### config.mk
export PLATFORM = sky130hd
export DESIGN_NAME = audio_refill
export DESIGN_NICKNAME = d
export VERILOG_FILES = /design/src/rtl/audio_refill_pkg.sv /design/src/rtl/refill_fifo.sv /design/src/rtl/refill_ptr.sv /design/src/rtl/refill_arb.sv /design/src/rtl/audio_refill.sv
export SDC_FILE = /design/constraint.sdc
export NUM_CORES = 2
export LEC_CHECK = 0
export CORE_UTILIZATION = 30
export DETAILED_ROUTE_END_ITERATION = 10
export SETUP_SLACK_MARGIN = 0.5
export SLEW_MARGIN = 20
export SYNTH_ARGS = -nofsm -noshare
export SYNTH_HDL_FRONTEND = slang
export SYNTH_SLANG_ARGS = --single-unit
### constraint.sdc
create_clock -name clk -period 15.9 [get_ports clk]
set_input_delay 4.77 -clock clk [delete_from_list [all_inputs] [get_ports clk]]
set_output_delay 4.77 -clock clk [all_outputs]
set_load 0.005 [all_outputs]
### src/rtl/audio_refill_pkg.sv
package audio_refill_pkg;
  typedef enum logic [1:0] {FS_IDLE, FS_REQ, FS_WAIT} fetch_state_e;
endpackage

### src/rtl/refill_fifo.sv
module refill_fifo #(
  parameter int SW    = 16,
  parameter int DEPTH = 16
) (
  input  logic            clk,
  input  logic            rst,
  input  logic            flush,
  input  logic            push,
  input  logic [2*SW-1:0] push_word,
  input  logic            pop,
  output logic            out_valid,
  output logic [SW-1:0]   out_data,
  output logic            has_room
);
  localparam int WDEPTH = DEPTH / 2;
  localparam int PW     = (WDEPTH > 1) ? $clog2(WDEPTH) : 1;
  localparam int CW     = $clog2(WDEPTH + 1);

  logic [2*SW-1:0] mem [WDEPTH];
  logic [PW-1:0]   wptr, rptr;
  logic            half;
  logic [CW-1:0]   words;
  logic            pop_ok;

  assign pop_ok = pop && (words != '0);

  // word storage, no reset so it can map to RAM
  always_ff @(posedge clk) begin
    if (push && !flush) mem[wptr] <= push_word;
  end

  always_ff @(posedge clk) begin
    if (rst || flush) begin
      wptr  <= '0;
      rptr  <= '0;
      half  <= 1'b0;
      words <= '0;
    end else begin
      if (push) wptr <= (wptr == PW'(WDEPTH - 1)) ? '0 : wptr + 1'b1;
      if (pop_ok) begin
        if (half) begin
          rptr <= (rptr == PW'(WDEPTH - 1)) ? '0 : rptr + 1'b1;
          half <= 1'b0;
        end else begin
          half <= 1'b1;
        end
      end
      words <= words + CW'(push) - CW'(pop_ok && half);
    end
  end

  assign out_valid = (words != '0);
  assign out_data  = half ? mem[rptr][2*SW-1:SW] : mem[rptr][SW-1:0];
  // room for two samples == a free word slot
  assign has_room  = (words < CW'(WDEPTH));

  p_no_overflow_r6: assert property (@(posedge clk) disable iff (rst)
    (push && !flush) |-> (words < CW'(WDEPTH)));
  p_empty_pop_ignored_r1: assert property (@(posedge clk) disable iff (rst)
    (pop && !out_valid && !push && !flush) |=> !out_valid);
  p_flush_empties_r9: assert property (@(posedge clk) disable iff (rst)
    flush |=> !out_valid);
endmodule

### src/rtl/refill_ptr.sv
module refill_ptr #(
  parameter int AW = 16,
  parameter int LW = 16
) (
  input  logic          clk,
  input  logic          rst,
  input  logic          load,
  input  logic [AW-1:0] load_base,
  input  logic [LW-1:0] load_len,
  input  logic          advance,
  output logic [AW-1:0] addr,
  output logic          wrapped,
  output logic          active
);
  logic [AW-1:0] base;
  logic [LW-1:0] len;
  logic [LW-1:0] off;
  logic [LW:0]   off_next;

  assign off_next = {1'b0, off} + 1'b1;

  always_ff @(posedge clk) begin
    if (rst) begin
      base    <= '0;
      len     <= '0;
      off     <= '0;
      wrapped <= 1'b0;
      active  <= 1'b0;
    end else if (load) begin
      base    <= load_base;
      len     <= load_len;
      off     <= '0;
      wrapped <= 1'b0;
      active  <= 1'b1;
    end else if (advance) begin
      if (off_next >= {1'b0, len}) begin
        off     <= '0;
        wrapped <= 1'b1;
      end else begin
        off <= off_next[LW-1:0];
      end
    end
  end

  assign addr = base + AW'(off);

  p_load_restarts_r3: assert property (@(posedge clk) disable iff (rst)
    load |=> (addr == $past(load_base)) && !wrapped && active);
endmodule

### src/rtl/refill_arb.sv
module refill_arb #(
  parameter int N = 8
) (
  input  logic [N-1:0]         req,
  input  logic [$clog2(N)-1:0] last,
  output logic                 any,
  output logic [$clog2(N)-1:0] idx
);
  localparam int IW = $clog2(N);

  always_comb begin
    any = 1'b0;
    idx = '0;
    for (int k = 1; k <= N; k++) begin
      if (!any && req[(int'(last) + k) % N]) begin
        any = 1'b1;
        idx = IW'((int'(last) + k) % N);
      end
    end
  end
endmodule

### src/rtl/audio_refill.sv
module audio_refill
  import audio_refill_pkg::*;
#(
  parameter int NCH   = 8,
  parameter int SW    = 16,
  parameter int DEPTH = 16,
  parameter int AW    = 16,
  parameter int LW    = 16
) (
  input  logic                 clk,
  input  logic                 rst,
  input  logic                 cfg_we,
  input  logic [$clog2(NCH)-1:0] cfg_ch,
  input  logic [AW-1:0]        cfg_base,
  input  logic [LW-1:0]        cfg_len,
  output logic                 mem_req,
  output logic [AW-1:0]        mem_addr,
  input  logic                 mem_ack,
  input  logic                 mem_rvalid,
  input  logic [2*SW-1:0]      mem_rdata,
  input  logic [NCH-1:0]       smp_pop,
  output logic [NCH-1:0]       smp_valid,
  output logic [NCH*SW-1:0]    smp_data,
  output logic [NCH-1:0]       wrapped
);
  localparam int IW = $clog2(NCH);

  fetch_state_e  st;
  logic [IW-1:0] cur_ch, last_ch, gidx;
  logic          stale, arb_any;
  logic [NCH-1:0] cfg_hit, need, room, active, push, advance;
  logic [AW-1:0] ch_addr [NCH];

  for (genvar c = 0; c < NCH; c++) begin : g_ch
    assign cfg_hit[c] = cfg_we && (cfg_ch == IW'(c));
    assign need[c]    = active[c] && room[c];
    assign advance[c] = (st == FS_REQ) && mem_ack && (cur_ch == IW'(c))
                        && !stale && !cfg_hit[c];
    assign push[c]    = (st == FS_WAIT) && mem_rvalid && (cur_ch == IW'(c))
                        && !stale && !cfg_hit[c];

    refill_fifo #(.SW(SW), .DEPTH(DEPTH)) u_fifo (
      .clk(clk), .rst(rst), .flush(cfg_hit[c]),
      .push(push[c]), .push_word(mem_rdata), .pop(smp_pop[c]),
      .out_valid(smp_valid[c]), .out_data(smp_data[c*SW +: SW]),
      .has_room(room[c])
    );

    refill_ptr #(.AW(AW), .LW(LW)) u_ptr (
      .clk(clk), .rst(rst), .load(cfg_hit[c]),
      .load_base(cfg_base), .load_len(cfg_len), .advance(advance[c]),
      .addr(ch_addr[c]), .wrapped(wrapped[c]), .active(active[c])
    );
  end

  refill_arb #(.N(NCH)) u_arb (
    .req(need), .last(last_ch), .any(arb_any), .idx(gidx)
  );

  always_ff @(posedge clk) begin
    if (rst) begin
      st       <= FS_IDLE;
      cur_ch   <= '0;
      last_ch  <= '0;
      stale    <= 1'b0;
      mem_req  <= 1'b0;
      mem_addr <= '0;
    end else begin
      unique case (st)
        FS_IDLE: if (arb_any) begin
          cur_ch   <= gidx;
          last_ch  <= gidx;
          mem_req  <= 1'b1;
          mem_addr <= ch_addr[gidx];
          stale    <= cfg_hit[gidx];
          st       <= FS_REQ;
        end
        FS_REQ: begin
          if (cfg_hit[cur_ch]) stale <= 1'b1;
          if (mem_ack) begin
            mem_req <= 1'b0;
            st      <= FS_WAIT;
          end
        end
        FS_WAIT: begin
          if (cfg_hit[cur_ch]) stale <= 1'b1;
          if (mem_rvalid) begin
            stale <= 1'b0;
            st    <= FS_IDLE;
          end
        end
        default: st <= FS_IDLE;
      endcase
    end
  end

  p_req_held_r8: assert property (@(posedge clk) disable iff (rst)
    (mem_req && !mem_ack) |=> (mem_req && $stable(mem_addr)));
  p_quiet_while_waiting_r8: assert property (@(posedge clk) disable iff (rst)
    (st == FS_WAIT) |-> !mem_req);
  p_grant_has_room_r6: assert property (@(posedge clk) disable iff (rst)
    (st == FS_IDLE && arb_any) |-> (room[gidx] && active[gidx]));
  p_single_push_r10: assert property (@(posedge clk) disable iff (rst)
    $onehot0(push));
  p_idle_before_config_r2: assert property (@(posedge clk) disable iff (rst)
    (active == '0) |=> !mem_req || $past(st != FS_IDLE));
endmodule

==> flow_summary.html <==
<table>
<tr><th>Metric</th><th>Value</th></tr>
<tr><th colspan="2">Outcome</th></tr>
<tr><td>Status</td><td>completed</td></tr>
<tr><th colspan="2">GRT</th></tr>
<tr><td>Maximum number of pins on one net before global-route repair</td><td>83</td></tr>
<tr><td>Antenna violations before repair</td><td>21</td></tr>
<tr><td>Via count of the first global-routing pass</td><td>between 60k and 70k</td></tr>
<tr><td>Total Routing Usage GR</td><td>15.5%</td></tr>
<tr><td>GRT overflow</td><td>0</td></tr>
<tr><td>First-pass GRT wire length</td><td>430000 um</td></tr>
<tr><th colspan="2">Power and ir drop</th></tr>
<tr><td>Static Leak</td><td>41.7 nW</td></tr>
<tr><td>Worst voltage drop across the vdd grid</td><td>0.0000806 V</td></tr>
<tr><td>Power per standard cell area</td><td>116 nW/um^2</td></tr>
<tr><th colspan="2">Placed design</th></tr>
<tr><td>Detail Placement HPWL</td><td>178000 um</td></tr>
<tr><td>Port buffer count</td><td>240</td></tr>
<tr><td>Place WS</td><td>7.48 ns</td></tr>
<tr><td>Count of placed standard cells including taps</td><td>around 12k</td></tr>
<tr><td>Global placement routability congestion</td><td>roughly 0.88</td></tr>
<tr><th colspan="2">Critical path</th></tr>
<tr><td>Crit path kind</td><td>register to output port</td></tr>
<tr><td>Worst EP required</td><td>11.13 ns</td></tr>
<tr><td>CP startpoint kind</td><td>register</td></tr>
<tr><td>Arrival time of the worst setup path</td><td>4.16 ns</td></tr>
<tr><td>Worst Path Max Fanout</td><td>34</td></tr>
<tr><td>Endpoint type of the worst setup path</td><td>output port</td></tr>
<tr><th colspan="2">Timing</th></tr>
<tr><td>Final Skew</td><td>0.0980 ns</td></tr>
<tr><td>Final sum of negative setup slack</td><td>0 ns</td></tr>
<tr><td>Final setup margin</td><td>6.97 ns</td></tr>
<tr><td>Tightest slew margin relative to the limit</td><td>18.8%</td></tr>
<tr><td>Min Tclk post-route</td><td>8.93 ns</td></tr>
<tr><td>Maximum achievable frequency</td><td>112 MHz</td></tr>
<tr><td>Final worst-path cycle share</td><td>56.2%</td></tr>
<tr><td>Count of endpoints failing hold in the final timing report</td><td>0</td></tr>
<tr><td>Count of final max-slew check failures</td><td>0</td></tr>
<tr><td>Actual slew at the worst max-slew pin</td><td>1.21 ns</td></tr>
<tr><td>Unrepaired setup endpoints after global routing</td><td>false</td></tr>
<tr><td>Final setup violation count</td><td>0</td></tr>
<tr><th colspan="2">Floorplan</th></tr>
<tr><td>Number of top-level pins</td><td>between 200 and 250</td></tr>
<tr><td>Initial core utilization</td><td>30.2%</td></tr>
<tr><td>Core Rows</td><td>222</td></tr>
<tr><td>Vertical die dimension</td><td>approximately 610 um</td></tr>
<tr><td>Total core area</td><td>366000 sq um</td></tr>
<tr><td>Die Footprint</td><td>370000 sq um</td></tr>
<tr><td>Die width</td><td>608 um</td></tr>
<tr><th colspan="2">Logic synthesis</th></tr>
<tr><td>Main flop type after synthesis</td><td>edfxtp_1</td></tr>
<tr><td>Cell count after synthesis</td><td>a little over 7k</td></tr>
<tr><td>Share of synthesized flip-flops with an asynchronous set or reset</td><td>0%</td></tr>
<tr><td>Register bit total from synthesis</td><td>2583</td></tr>
<tr><td>Library cell occupying the most area in the post-synthesis netlist</td><td>edfxtp_1</td></tr>
<tr><td>Yosys warning count</td><td>0</td></tr>
<tr><td>Number of enable flip-flop cells after synthesis</td><td>2048</td></tr>
<tr><td>Most repeated cell in the gate-level netlist after synthesis</td><td>edfxtp_1</td></tr>
<tr><td>Post-synth top area share</td><td>55.7%</td></tr>
<tr><td>Synth top cells by count</td><td>edfxtp_1, nand2_1, mux4_2</td></tr>
<tr><td>Combined area of all synthesized cells</td><td>110000 sq um</td></tr>
<tr><td>Mean Syn Cell Area</td><td>15.3 sq um</td></tr>
<tr><td>Portion of the post-synthesis area used by sequential elements</td><td>65.4%</td></tr>
<tr><td>Biggest area contributors in the synthesized netlist</td><td>edfxtp_1, mux4_2, dfxtp_1</td></tr>
<tr><td>Net count after synthesis</td><td>about 7.6k</td></tr>
<tr><td>Distinct cell type count after synthesis</td><td>89</td></tr>
<tr><th colspan="2">Min path</th></tr>
<tr><td>Path category of the worst min-delay check</td><td>register to register</td></tr>
<tr><th colspan="2">Cells and area</th></tr>
<tr><td>Post-layout net count</td><td>7942</td></tr>
<tr><td>Area overhead of the layout relative to synthesis</td><td>16.0%</td></tr>
<tr><td>Finished Layout Cells</td><td>~13k</td></tr>
<tr><td>Layout cell share with drive strength beyond 1</td><td>18.0%</td></tr>
<tr><td>Filler Cell Count</td><td>34.3k</td></tr>
<tr><th colspan="2">Detailed routing</th></tr>
<tr><td>Met3 wire len</td><td>16000 um</td></tr>
<tr><td>Wl on met1</td><td>123000 um</td></tr>
<tr><td>Iteration-0 DRC count of the detailed router</td><td>5654</td></tr>
<tr><td>Via count of the routed design</td><td>around 63k</td></tr>
<tr><td>Total Wirelength</td><td>296000 um</td></tr>
<tr><td>First-pass iteration count of the detailed router</td><td>7</td></tr>
<tr><td>Via/cell ratio</td><td>5.04</td></tr>
<tr><td>Detail-routed net length per standard cell</td><td>between 20 and 25 um</td></tr>
<tr><td>Uppermost metal layer occupied by signal nets</td><td>met5</td></tr>
<tr><td>Amount of wire on met2 after detailed routing</td><td>145000 um</td></tr>
<tr><td>DRC errors left</td><td>0</td></tr>
<tr><td>Post-route antenna net violation count</td><td>0</td></tr>
<tr><th colspan="2">Clock network</th></tr>
<tr><td>CTS tree</td><td>done</td></tr>
<tr><td># H-tree levels</td><td>5</td></tr>
<tr><td>Post-CTS setup buffer count</td><td>0</td></tr>
<tr><td>Sinks on the clock net</td><td>between 2k and 3k</td></tr>
<tr><td>Post-CTS Hold Fix Bufs</td><td>0</td></tr>
<tr><td>CTS clk-pin slew, worst paths</td><td>~0.050 ns</td></tr>
<tr><td>CTS-repair resized insts</td><td>0</td></tr>
<tr><td>Clock Tree Root</td><td>clkbuf_16</td></tr>
<tr><td>Number of buffers created by CTS</td><td>~280</td></tr>
<tr><td>Max Buffers Root-to-Sink</td><td>4</td></tr>
<tr><td>Clock insertion delay at the later pin of the skew report</td><td>roughly 0.9 ns</td></tr>
<tr><th colspan="2">Flow run</th></tr>
<tr><td>Number of max-cap violations</td><td>0</td></tr>
</table>
area by class of cell:
cell class	instances	area (sq um)	share of cell area, %
Sequential cell	2583	72300	56.4
Multi-Input combinational cell	3991	36100	28.2
Clock buffer	357	7530	5.88
Tap cell	4816	6030	4.71
Timing Repair Buffer	410	3740	2.92
Clock inverter	140	1410	1.10
Inverter	244	918	0.717
Antenna cell	11	27.5	0.0215
power by group:
part           internal [mW]  switching, mW
registers               7.33         0.0394
logic                  0.329          0.780
clock network           3.73           2.67
worst max-delay path, cell delays in order, from the launching register on:
cell and delay [ns]:
dfxtp_4 0.75, buf_4 0.68, mux4_2 0.58, mux4_2 0.48, clkdlybuf4s50_1 0.77
layout by cell type, fill, tap and decap left out, types with 131 or more instances in the layout:
cell type        netlist  layout
clkbuf_16              0     285
nand2_1              715     715
mux4_2               655     655
dfxtp_1              535     515
buf_4                 20     159
clkdlybuf4s50_1        0     204
edfxtp_1            2048    2048
o21ai_0              160     160
nor2_1               359     327
inv_1                241     241
xnor2_1              131     131
nand3_1              143     142
ha_1                 339     339
a21oi_1              489     489
sequential cells by signal (all words and copies together), names as in the netlist, 8 cells and up, named ones only:
| signal | cells |
|---|---|
| g_ch.u_fifo.half | 8 |
| g_ch.u_fifo.mem | 2048 |
| g_ch.u_fifo.rptr | 24 |
| g_ch.u_fifo.words | 32 |
| g_ch.u_fifo.wptr | 24 |
| g_ch.u_ptr.active | 8 |
| g_ch.u_ptr.base | 128 |
| g_ch.u_ptr.len | 128 |
| g_ch.u_ptr.off | 128 |
| g_ch.u_ptr.wrapped | 8 |
| mem_addr | 16 |
routing by layer:
metal  vias up  GRT usage, %
met5         -             0
met4         4          5.57
met3       418          2.27
met2      1816          26.5
met1     32653          20.1
li1      28325             -
path summary, 6_finish.rpt:
kind,start,end,slack (ns),depth (start not counted)
setup reg to reg,g_ch[2].u_ptr.off[0],g_ch[2].u_ptr.off[3],10.29,18
hold reg to reg,g_ch[1].u_ptr.len[7],g_ch[1].u_ptr.len[7],0.45,2
setup / recovery,register,smp_data[81],6.97,4
hold / removal,g_ch[1].u_ptr.len[7],g_ch[1].u_ptr.len[7],0.45,2
metrics by stage:
| step | hold slack (ns) | power, mW | util, % | cell area [sq um] |
|---|---|---|---|---|
| finish | 0.454 | 14.9 | 35.0 | 128000 |
| global route | 0.471 | 15.3 | 35.0 | 128000 |
| CTS | 0.454 | 15.0 | 34.9 | 128000 |
| detailed placement | 0.447 | 8.61 | 32.5 | 119000 |
| global placement | 0.442 | 8.60 | 32.4 | 119000 |
| floorplan | 0.426 | 8.11 | - | 110000 |
logic make-up (layout without fill, tap and decap cells):
logic type / count (synthesis) / after routing / synth area share, %
mux: 718 / 718 / 14.0
simple gates: 1722 / 1722 / 7.16
fa+ha+maj: 355 / 355 / 4.13
xor+xnor: 241 / 241 / 1.91
flops: 2583 / 2583 / 65.4
buf+inv: 624 / 1151 / 2.27
other cells: 0 / 11 / 0
compound gates: 955 / 955 / 5.13
(Power assumes the default switching activity.)
